<file path="src/rtl/arb_pkg.sv">
package arb_pkg;

  localparam int unsigned ARB_PORTS = 4;
  localparam int unsigned ARB_LEVELS = 4;
  localparam int unsigned ARB_WEIGHT_W = 8;
  localparam int unsigned ARB_CMD_W = 16;

  // Index of the port whose credit and weight a port uses.
  function automatic int unsigned credit_owner(input int unsigned port, input logic linked);
    return linked ? (port - (port % 2)) : port;
  endfunction

endpackage

</file>
<file path="src/rtl/arb_weight_map.sv">
module arb_weight_map #(
  parameter int unsigned N  = 4,
  parameter int unsigned WW = 8,
  localparam int unsigned IW = (N > 1) ? $clog2(N) : 1
) (
  input  logic [N*WW-1:0] cfg_weight,
  input  logic [N/2-1:0]  cfg_link,
  output logic [N*WW-1:0] eff_weight,
  output logic [N*IW-1:0] owner
);
  import arb_pkg::*;

  for (genvar p = 0; p < N; p++) begin : g_port
    localparam int unsigned PAIR_LO = p - (p % 2);
    logic linked;
    logic [WW-1:0] raw;
    assign linked = cfg_link[p/2];
    always_comb begin
      raw = linked ? cfg_weight[PAIR_LO*WW +: WW] : cfg_weight[p*WW +: WW];
      eff_weight[p*WW +: WW] = (raw == '0) ? WW'(1) : raw;
      owner[p*IW +: IW] = IW'(credit_owner(p, linked));
    end
  end
endmodule

</file>
<file path="src/rtl/arb_group_pick.sv">
module arb_group_pick #(
  parameter int unsigned N     = 4,
  parameter int unsigned WW    = 8,
  parameter int unsigned PW    = 2,
  parameter int unsigned LEVEL = 0,
  localparam int unsigned IW = (N > 1) ? $clog2(N) : 1
) (
  input  logic [N-1:0]    live,
  input  logic [N*PW-1:0] prio,
  input  logic [N-1:0]    has_credit,
  input  logic [N*WW-1:0] eff_weight,
  input  logic [N*IW-1:0] rank,
  output logic [N-1:0]    members,
  output logic            found,
  output logic            starved,
  output logic [IW-1:0]   winner
);
  logic [N-1:0]  credited;
  logic [N-1:0]  eligible;
  logic [WW-1:0] best_w;
  logic [IW-1:0] best_r;

  always_comb begin
    for (int i = 0; i < N; i++) begin
      members[i] = live[i] && (prio[i*PW +: PW] == PW'(LEVEL));
    end
    credited = members & has_credit;
    eligible = (|credited) ? credited : members;
    found    = |members;
    starved  = found && !(|credited);
    winner   = '0;
    best_w   = '0;
    best_r   = '0;
    for (int i = N - 1; i >= 0; i--) begin
      // Scan from the top so that a lower index wins a full tie.
      if (eligible[i]) begin
        if ((eff_weight[i*WW +: WW] > best_w) ||
            ((eff_weight[i*WW +: WW] == best_w) && (rank[i*IW +: IW] <= best_r)) ||
            (best_w == '0)) begin
          best_w = eff_weight[i*WW +: WW];
          best_r = rank[i*IW +: IW];
          winner = IW'(i);
        end
      end
    end
  end
endmodule

</file>
<file path="src/rtl/arb_credit_bank.sv">
module arb_credit_bank #(
  parameter int unsigned N  = 4,
  parameter int unsigned WW = 8,
  localparam int unsigned IW = (N > 1) ? $clog2(N) : 1
) (
  input  logic            clk,
  input  logic            rst_n,
  input  logic            fire,
  input  logic [IW-1:0]   win_owner,
  input  logic [N-1:0]    reload_mask,
  input  logic [N*WW-1:0] reload_val,
  output logic [N-1:0]    nonzero
);
  logic [WW-1:0] credit [N];

  for (genvar p = 0; p < N; p++) begin : g_ctr
    logic [WW-1:0] base;
    always_comb begin
      base = reload_mask[p] ? reload_val[p*WW +: WW] : credit[p];
    end
    always_ff @(posedge clk) begin
      if (!rst_n) begin
        credit[p] <= '0;
      end else if (fire) begin
        if (win_owner == IW'(p)) begin
          credit[p] <= base - WW'(1);
        end else begin
          credit[p] <= base;
        end
      end
    end
    assign nonzero[p] = (credit[p] != '0);
  end
endmodule

</file>
<file path="src/rtl/wmp_cmd_arbiter.sv">
module wmp_cmd_arbiter #(
  parameter int unsigned N_PORTS  = 4,
  parameter int unsigned N_LEVELS = 4,
  parameter int unsigned WEIGHT_W = 8,
  parameter int unsigned CMD_W    = 16,
  localparam int unsigned IW = (N_PORTS > 1) ? $clog2(N_PORTS) : 1,
  localparam int unsigned PW = (N_LEVELS > 1) ? $clog2(N_LEVELS) : 1
) (
  input  logic                     clk,
  input  logic                     rst_n,
  input  logic [N_PORTS-1:0]       req_valid,
  input  logic [N_PORTS*PW-1:0]    req_prio,
  input  logic [N_PORTS*CMD_W-1:0] req_cmd,
  input  logic [N_PORTS*WEIGHT_W-1:0] cfg_weight,
  input  logic [N_PORTS*IW-1:0]    cfg_rank,
  input  logic [N_PORTS/2-1:0]     cfg_link,
  input  logic                     queue_full,
  output logic [N_PORTS-1:0]       gnt,
  output logic                     out_valid,
  output logic [IW-1:0]            out_port,
  output logic [CMD_W-1:0]         out_cmd
);
  logic [N_PORTS*WEIGHT_W-1:0] eff_weight;
  logic [N_PORTS*IW-1:0]       owner;
  logic [N_PORTS-1:0]          owner_nz;
  logic [N_PORTS-1:0]          port_credit;
  logic [N_PORTS-1:0]          live;

  logic [N_PORTS-1:0] grp_members [N_LEVELS];
  logic [N_LEVELS-1:0] grp_found;
  logic [N_LEVELS-1:0] grp_starved;
  logic [IW-1:0]       grp_winner [N_LEVELS];

  logic              any_found;
  logic [PW-1:0]     sel_level;
  logic [IW-1:0]     sel_port;
  logic              fire;
  logic [N_PORTS-1:0] reload_mask;

  logic [N_PORTS-1:0] gnt_q;
  logic               valid_q;
  logic [IW-1:0]      port_q;
  logic [CMD_W-1:0]   cmd_q;

  arb_weight_map #(.N(N_PORTS), .WW(WEIGHT_W)) u_wmap (
    .cfg_weight(cfg_weight),
    .cfg_link  (cfg_link),
    .eff_weight(eff_weight),
    .owner     (owner)
  );

  // Ports granted this cycle are still holding their old request.
  assign live = req_valid & ~gnt_q;

  always_comb begin
    for (int p = 0; p < N_PORTS; p++) begin
      port_credit[p] = owner_nz[owner[p*IW +: IW]];
    end
  end

  for (genvar g = 0; g < N_LEVELS; g++) begin : g_level
    arb_group_pick #(
      .N(N_PORTS), .WW(WEIGHT_W), .PW(PW), .LEVEL(g)
    ) u_pick (
      .live      (live),
      .prio      (req_prio),
      .has_credit(port_credit),
      .eff_weight(eff_weight),
      .rank      (cfg_rank),
      .members   (grp_members[g]),
      .found     (grp_found[g]),
      .starved   (grp_starved[g]),
      .winner    (grp_winner[g])
    );
  end

  // Final stage: most urgent non-empty level.
  always_comb begin
    any_found = 1'b0;
    sel_level = '0;
    sel_port  = '0;
    for (int g = N_LEVELS - 1; g >= 0; g--) begin
      if (grp_found[g]) begin
        any_found = 1'b1;
        sel_level = PW'(g);
        sel_port  = grp_winner[g];
      end
    end
    fire = any_found && !queue_full;
    reload_mask = '0;
    if (grp_starved[sel_level]) begin
      for (int p = 0; p < N_PORTS; p++) begin
        if (grp_members[sel_level][p]) begin
          reload_mask[owner[p*IW +: IW]] = 1'b1;
        end
      end
    end
  end

  arb_credit_bank #(.N(N_PORTS), .WW(WEIGHT_W)) u_credit (
    .clk        (clk),
    .rst_n      (rst_n),
    .fire       (fire),
    .win_owner  (owner[sel_port*IW +: IW]),
    .reload_mask(reload_mask),
    .reload_val (eff_weight),
    .nonzero    (owner_nz)
  );

  always_ff @(posedge clk) begin
    if (!rst_n) begin
      gnt_q   <= '0;
      valid_q <= 1'b0;
      port_q  <= '0;
      cmd_q   <= '0;
    end else begin
      valid_q <= fire;
      gnt_q   <= fire ? (N_PORTS'(1) << sel_port) : '0;
      if (fire) begin
        port_q <= sel_port;
        cmd_q  <= req_cmd[sel_port*CMD_W +: CMD_W];
      end
    end
  end

  assign gnt       = gnt_q;
  assign out_valid = valid_q;
  assign out_port  = port_q;
  assign out_cmd   = cmd_q;
endmodule

</file>
<file path="config.mk">
export PLATFORM = sky130hd
export DESIGN_NAME = wmp_cmd_arbiter
export DESIGN_NICKNAME = d
export VERILOG_FILES = /design/src/rtl/arb_pkg.sv /design/src/rtl/arb_weight_map.sv /design/src/rtl/arb_group_pick.sv /design/src/rtl/arb_credit_bank.sv /design/src/rtl/wmp_cmd_arbiter.sv
export SDC_FILE = /design/constraint.sdc
export NUM_CORES = 1
export LEC_CHECK = 0
export ABC_AREA = 1
export BUFFER_PORTS_ARGS = -buffer_cell sky130_fd_sc_hd__buf_2
export CORE_AREA = 3 3 171 123
export CTS_CLUSTER_DIAMETER = 60
export CTS_CLUSTER_SIZE = 24
export DETAILED_ROUTE_END_ITERATION = 16
export DIE_AREA = 0 0 174 126
export GPL_ROUTABILITY_DRIVEN = 0
export PLACE_DENSITY = 0.68
export SLEW_MARGIN = 5
export SYNTH_ARGS = -nofsm -noshare
export SYNTH_HDL_FRONTEND = slang
export SYNTH_SLANG_ARGS = --single-unit
</file>
<file path="constraint.sdc">
create_clock -name clk -period 6.3 [get_ports clk]
set_input_delay 0.315 -clock clk [delete_from_list [all_inputs] [get_ports clk]]
set_output_delay 0.315 -clock clk [all_outputs]
set_load 0.1 [all_outputs]
</file>
* Yosys cells after proc, flatten, opt, wreduce, memory -nomap -nowiden
Memory sizes are Yosys's and may differ from the RTL's.
Index checks and enable logic that the tools add are counted.
** Operators by class
- Shift-type cells :: 3
- Multiplexer cells :: 157
- Equal/unequal tests :: 27
- Bitwise logic cells :: 17
- Order comparisons :: 30
- Add/subtract/negate cells :: 4
- Reductions and logical operators :: 98
** Operators by type and width (number)
- two-way mux 8 bit :: 38
- logical NOT 8 bit :: 16
- two-way mux 2 bit :: 56
- == test 8 bit :: 12
- greater-than comparator 8 bit :: 12
- indexed part select 64 x 7 -> 16 bit :: 1
- two-way mux 1 bit :: 45
- two-way mux 4 bit :: 11
- logical AND 1 bit :: 35
- nonzero test 8 bit :: 4
- OR reduction 4 bit :: 8
- subtractor 8 x 1 -> 8 bit (second input constant) :: 4
- <= comparator 2 bit :: 12
- logical OR 1 bit :: 24
- bitwise AND 4 bit :: 5
- == test 2 bit (second input constant) :: 10
- == test 2 x 1 -> 1 bit (second input constant) :: 5
- logical NOT 2 bit :: 5
- less-than comparator 2 x 3 -> 1 bit (second input constant) :: 3
- binary-select mux 4 bit (select 2 bit) :: 1
- bitwise OR 1 bit :: 8
- bitwise OR 4 bit :: 2
- indexed part select 8 x 4 -> 2 bit :: 1
- binary-select mux 1 bit (select 2 bit) :: 3
- other kinds (9) :: 15
** Word-level totals
- Memories kept :: 1
- Register bits :: 23
- Input bits :: 121
- Output and inout port bits :: 23
- Memory bits (writable) :: 32
** Memories
- u_credit.credit :: words 4, width 8, read ports 4, clocked after Yosys merged registers in 0, wr ports 4, RTL line arb_credit_bank.sv:14 : logic [WW-1:0] credit [N];

* Logic depth before layout (Yosys ltp)
An unclocked memory read counts as a cell.
- Depth after elaboration :: 38
- Mapped depth :: 57

* Hierarchy
From an unflattened synthesis, not the netlist that was laid out.
** Unflattened totals
- Cells, all modules :: 1793
- Area, all modules :: 10610.2 sq um
** Modules (own cells, without submodules)
- arb_group_pick (g_level[1].u_pick ...) :: instances 2, cells each 233, seq. area each 0.0 sq um, area each 1346.3 sq um
- arb_credit_bank :: instances 1, cells each 380, seq. area each 960.9 sq um, area each 2496.1 sq um
- wmp_cmd_arbiter :: instances 1, cells each 339, seq. area each 460.4 sq um, area each 2058.2 sq um
- arb_group_pick (g_level[3].u_pick) :: instances 1, cells each 247, seq. area each 0.0 sq um, area each 1415.1 sq um
- arb_group_pick (g_level[0].u_pick) :: instances 1, cells each 231, seq. area each 0.0 sq um, area each 1365.1 sq um
- arb_weight_map :: instances 1, cells each 130, seq. area each 0.0 sq um, area each 583.1 sq um

* Worst setup path after synthesis
Ideal clock, no wire load.
- Path kind :: register to register
- From :: register gnt_q[3], in the netlist gnt[3]
- To :: memory u_credit.credit[3][2], in the netlist u_credit.credit[1][10], data pin
- Data arrival time :: 6615 ps
- Clock period less this slack :: 6880 ps
- Data required time :: 6035 ps
- Slack :: -580 ps
- Setup time :: 265 ps
- Stages on the path, launching flop included :: 52
- Cell sequence :: dfxtp_1 > inv_1 > nand2_1 > nor2_1 > inv_1 > nor2_1 > inv_1 > o221ai_1 > nor2_1 > o21ai_1 > clkbuf_1 > nor2_1 > inv_1 > ha_1 > inv_1 > nor2_1 > o21ai_0 > a21oi_1 > (+16 left out) > ha_1 > nand2_1 > inv_1 > nand3_1 > inv_1 > nand4_1 > nand4_1 > o21ai_0 > o21ai_0 > nand2_1 > nand3_1 > a21oi_1 > nand2_1 > nand2_1 > buf_6 > nand3_2 > nand2_2 > o21ai_1
** RTL lines
- start: declaration :: RTL line wmp_cmd_arbiter.sv:40 : logic [N_PORTS-1:0] gnt_q;
- start signal: assignment :: RTL line wmp_cmd_arbiter.sv:118 : gnt_q <= fire ? (N_PORTS'(1) << sel_port) : '0;
- end: declaration :: RTL line arb_credit_bank.sv:14

==> impl_metrics.py <==
metrics = {
    "grt": {
        "grt-ovfl-total": 0,
        "antenna_found_initial": 1,
        "grt_usage_pct": 29.70,
        "grt_pass1_wl_um": 53360,
        "grt_pass1_vias": 10410,
        "grt_max_degree": 33,
    },
    "min_path": {
        "worstHoldPathCells": 5,
        "hp-class": "primary input to flop",
    },
    "cells_and_area": {
        "drive_above_1_share_pct": 41.19,
        "layout_commonest_cell": "buf_4",
        "fin_nets": 2071,
        "final_cell_mix": "273 x buf_4, 255 x nand2_1, 191 x inv_1",
        "area_delta_synth_final_pct": 58.73,
        "fillCellCount": 1512,
    },
    "timing": {
        "drv_slew": 0,
        "slew_headroom_pct": 33.81,
        "setup_viol_count_final": 54,
        "clock_skew_ps": 11.60,
        "fmax_mhz": 137.5,
        "fin_crit_sh_pct": 115.4,
        "setup_tns_ps": -46440,
        "worst_slack_ps": -971.0,
        "max_slew.worst_pin.slew_ps": 980.0,
        "fin_crit_ps": 7271,
        "hold_viol": 0,
        "rsz0062_at_grt": "yes",
    },
    "logic_synthesis": {
        "seq_area_frac_synth_pct": 16.34,
        "synth-seq-cells": 55,
        "syn_area_um2": 8701,
        "synthFlopType": "edfxtp_1",
        "avgSynthCellArea_um2": 6.175,
        "yosys_warnings": 0,
        "synth_cells": 1409,
        "synth_edf_count": 32,
        "async_flop_share_pct": 0,
        "mappedNetlistNets": 1653,
        "synth_cell_types": 54,
    },
    "power": {
        "combPwrFrac_pct": 70.3,
        "p_leak_nw": 6.783,
        "switchingPower_w": 0.001237,
        "p_int_w": 0.001293,
        "switching_share_pct": 48.89,
        "p_seq_share_pct": 18.3,
        "pwr_density_cell_nw_per_um2": 183.2,
        "p_clk_share_pct": 11.4,
        "ir_worst_vdd_mv": 0.1316,
    },
    "clocking": {
        "cts_max_path_buffers": 2,
        "cts_buffers": 5,
        "tritoncts": "built",
        "clock_sinks": 55,
        "clk_latency_ps": 300,
        "cts-root-buf": "clkbuf_16",
        "hold_buffers": 0,
        "clk_pin_slew_ps": 80,
        "cts_max_level": 2,
    },
    "critical_path": {
        "cp-end-kind": "flop",
        "crit_type": "flop to flop",
        "worstSetupStartpointType": "flop",
        "slowest_delay_ps": 430,
        "rr_worst_depth": 49,
        "worstPathArrival_ps": 7320,
        "worstPathMaxFanout": 8,
        "slowest_stage": "edfxtp_1",
        "crit_required_ps": 6350,
    },
    "status": {
        "violations": "setup timing",
        "status": "finished with violations",
    },
    "drt": {
        "drc": 0,
        "avgViaCountPerCell": 5.666,
        "drt-initial-drc-count": 1640,
        "ant_nets": 0,
        "drt_first_pass_iters": 6,
        "wirelength_um": 38080,
        "num_vias": 11890,
        "wire_per_inst_um": 18.14,
    },
    "floorplan": {
        "rows": 43,
        "dieWidth_um": 174,
        "core_area_um2": 19580,
        "dieArea_um2": 21920,
        "ioPinCount": 144,
        "start_util_pct": 44.43,
        "die-height_um": 126,
    },
    "run": {
        "max-cap-violations": 0,
    },
    "placement": {
        "post-place-ws_ps": -878.1,
        "io_buffers": 143,
        "dp_hpwl_um": 25490,
    },
}
## Yosys cell counts (4+ instances only)
cell | number | area [um^2]
dfxtp_1 | 23 | 460.4
nand2_1 | 294 | 1104
nor4_1 | 4 | 25.02
inv_1 | 209 | 784.5
clkbuf_1 | 36 | 135.1
a21oi_1 | 98 | 490.5
buf_6 | 5 | 56.30
o221ai_1 | 6 | 52.55
ha_1 | 123 | 1539
edfxtp_1 | 32 | 960.9
nand3_2 | 5 | 50.05
o21bai_1 | 15 | 112.6
a221oi_1 | 4 | 35.03
a41oi_1 | 4 | 35.03
nor2_1 | 138 | 518.0
o21ai_0 | 114 | 570.6
o21ai_1 | 28 | 140.1
nor3_1 | 13 | 65.06
nand4_1 | 23 | 143.9
nor2_4 | 4 | 45.04
inv_2 | 6 | 22.52
nand3_1 | 138 | 690.7
nand2_2 | 13 | 81.33
buf_2 | 9 | 45.04
xor2_1 | 14 | 122.6
## metal layers
layer	GRT usage (%)	routed length (um)	vias to the layer above
met5	0	0	-
met4	6.191	1203	0
met3	5.666	4250	151
met2	45.47	16920	778
met1	43.45	15710	5407
li1	-	-	5557
## state kept, by name (all words and copies together), names as in the netlist
register / cells
u_credit.credit: 32
out_cmd: 16
gnt: 4
out_port: 2
out_valid: 1
## path summary, 6_finish.rpt
kind                         start               endpoint  slack, ps
max          u_credit.credit[1][4]  u_credit.credit[1][7]       -970
min                    req_cmd[31]            out_cmd[15]        320
max reg2reg  u_credit.credit[1][4]  u_credit.credit[1][7]       -970
min reg2reg            out_cmd[10]            out_cmd[10]        450
## timing repair
item	CTS	global route
gates resized for setup	162	225
endpoints found under the setup margin	54	54
pin swaps	44	92
buffers inserted	47	28
cloned	9	7
## critical path: cells and delay by family (launching register included)
family | cells | cell delay (ps)
AND/OR/NAND/NOR | 21 | 2440
buffers and inverters | 13 | 1640
AO/OA/AOI/OAI | 12 | 1610
adder cells (fa/ha/maj) | 3 | 850
flip-flops | 1 | 430
## cell families (layout without fill, tap and decap cells)
| logic type | after synthesis | in the layout | share of synthesized area [%] |
|---|---|---|---|
| other | 0 | 1 | 0 |
| buffers and inverters | 272 | 689 | 12.55 |
| xor gates and xnor gates | 17 | 17 | 1.711 |
| adders and majority gates | 123 | 123 | 17.69 |
| and+or+nand+nor | 647 | 649 | 32.69 |
| AOI/OAI and AO/OA | 294 | 294 | 18.91 |
| muxes | 1 | 1 | 0.1150 |
| DFF | 55 | 55 | 16.34 |
## power by group through the flow
stage,clock network (W),registers (W),logic (W)
global route,0.000305,0.000466,0.00190
floorplan,0,0.000611,0.000724
detailed placement,0,0.000466,0.00131
finish,0.000290,0.000462,0.00178
CTS,0.000287,0.000458,0.00151
global placement,0,0.000464,0.00129
## metrics by stage
stage	hold WS [ps]	power [W]	util, %	instance area [um^2]	instances
after detailed placement	433.4	0.001778	58.08	11370	2008
after global routing	358.1	0.002673	70.52	13810	2099
after floorplan	532.5	0.001335	-	8733	1409
after global placement	432.7	0.001752	58.08	11370	2008
after CTS	320.9	0.002258	64.72	12670	2071
final	324.3	0.002529	70.52	13810	2099
## area by class of cell
type | instances | area (um^2) | share of cell area [%]
Multi-Input combinational cell | 1084 | 7536 | 54.57
Timing Repair Buffer | 462 | 3507 | 25.39
Sequential cell | 55 | 1436 | 10.40
Inverter | 217 | 832.0 | 6.025
Tap cell | 270 | 337.8 | 2.446
Clock buffer | 6 | 128.9 | 0.9331
Clock inverter | 2 | 16.27 | 0.1178
Timing Repair inverter | 2 | 13.76 | 0.09966
Antenna cell | 1 | 2.502 | 0.01812
Power figures use the tool's default switching activity.
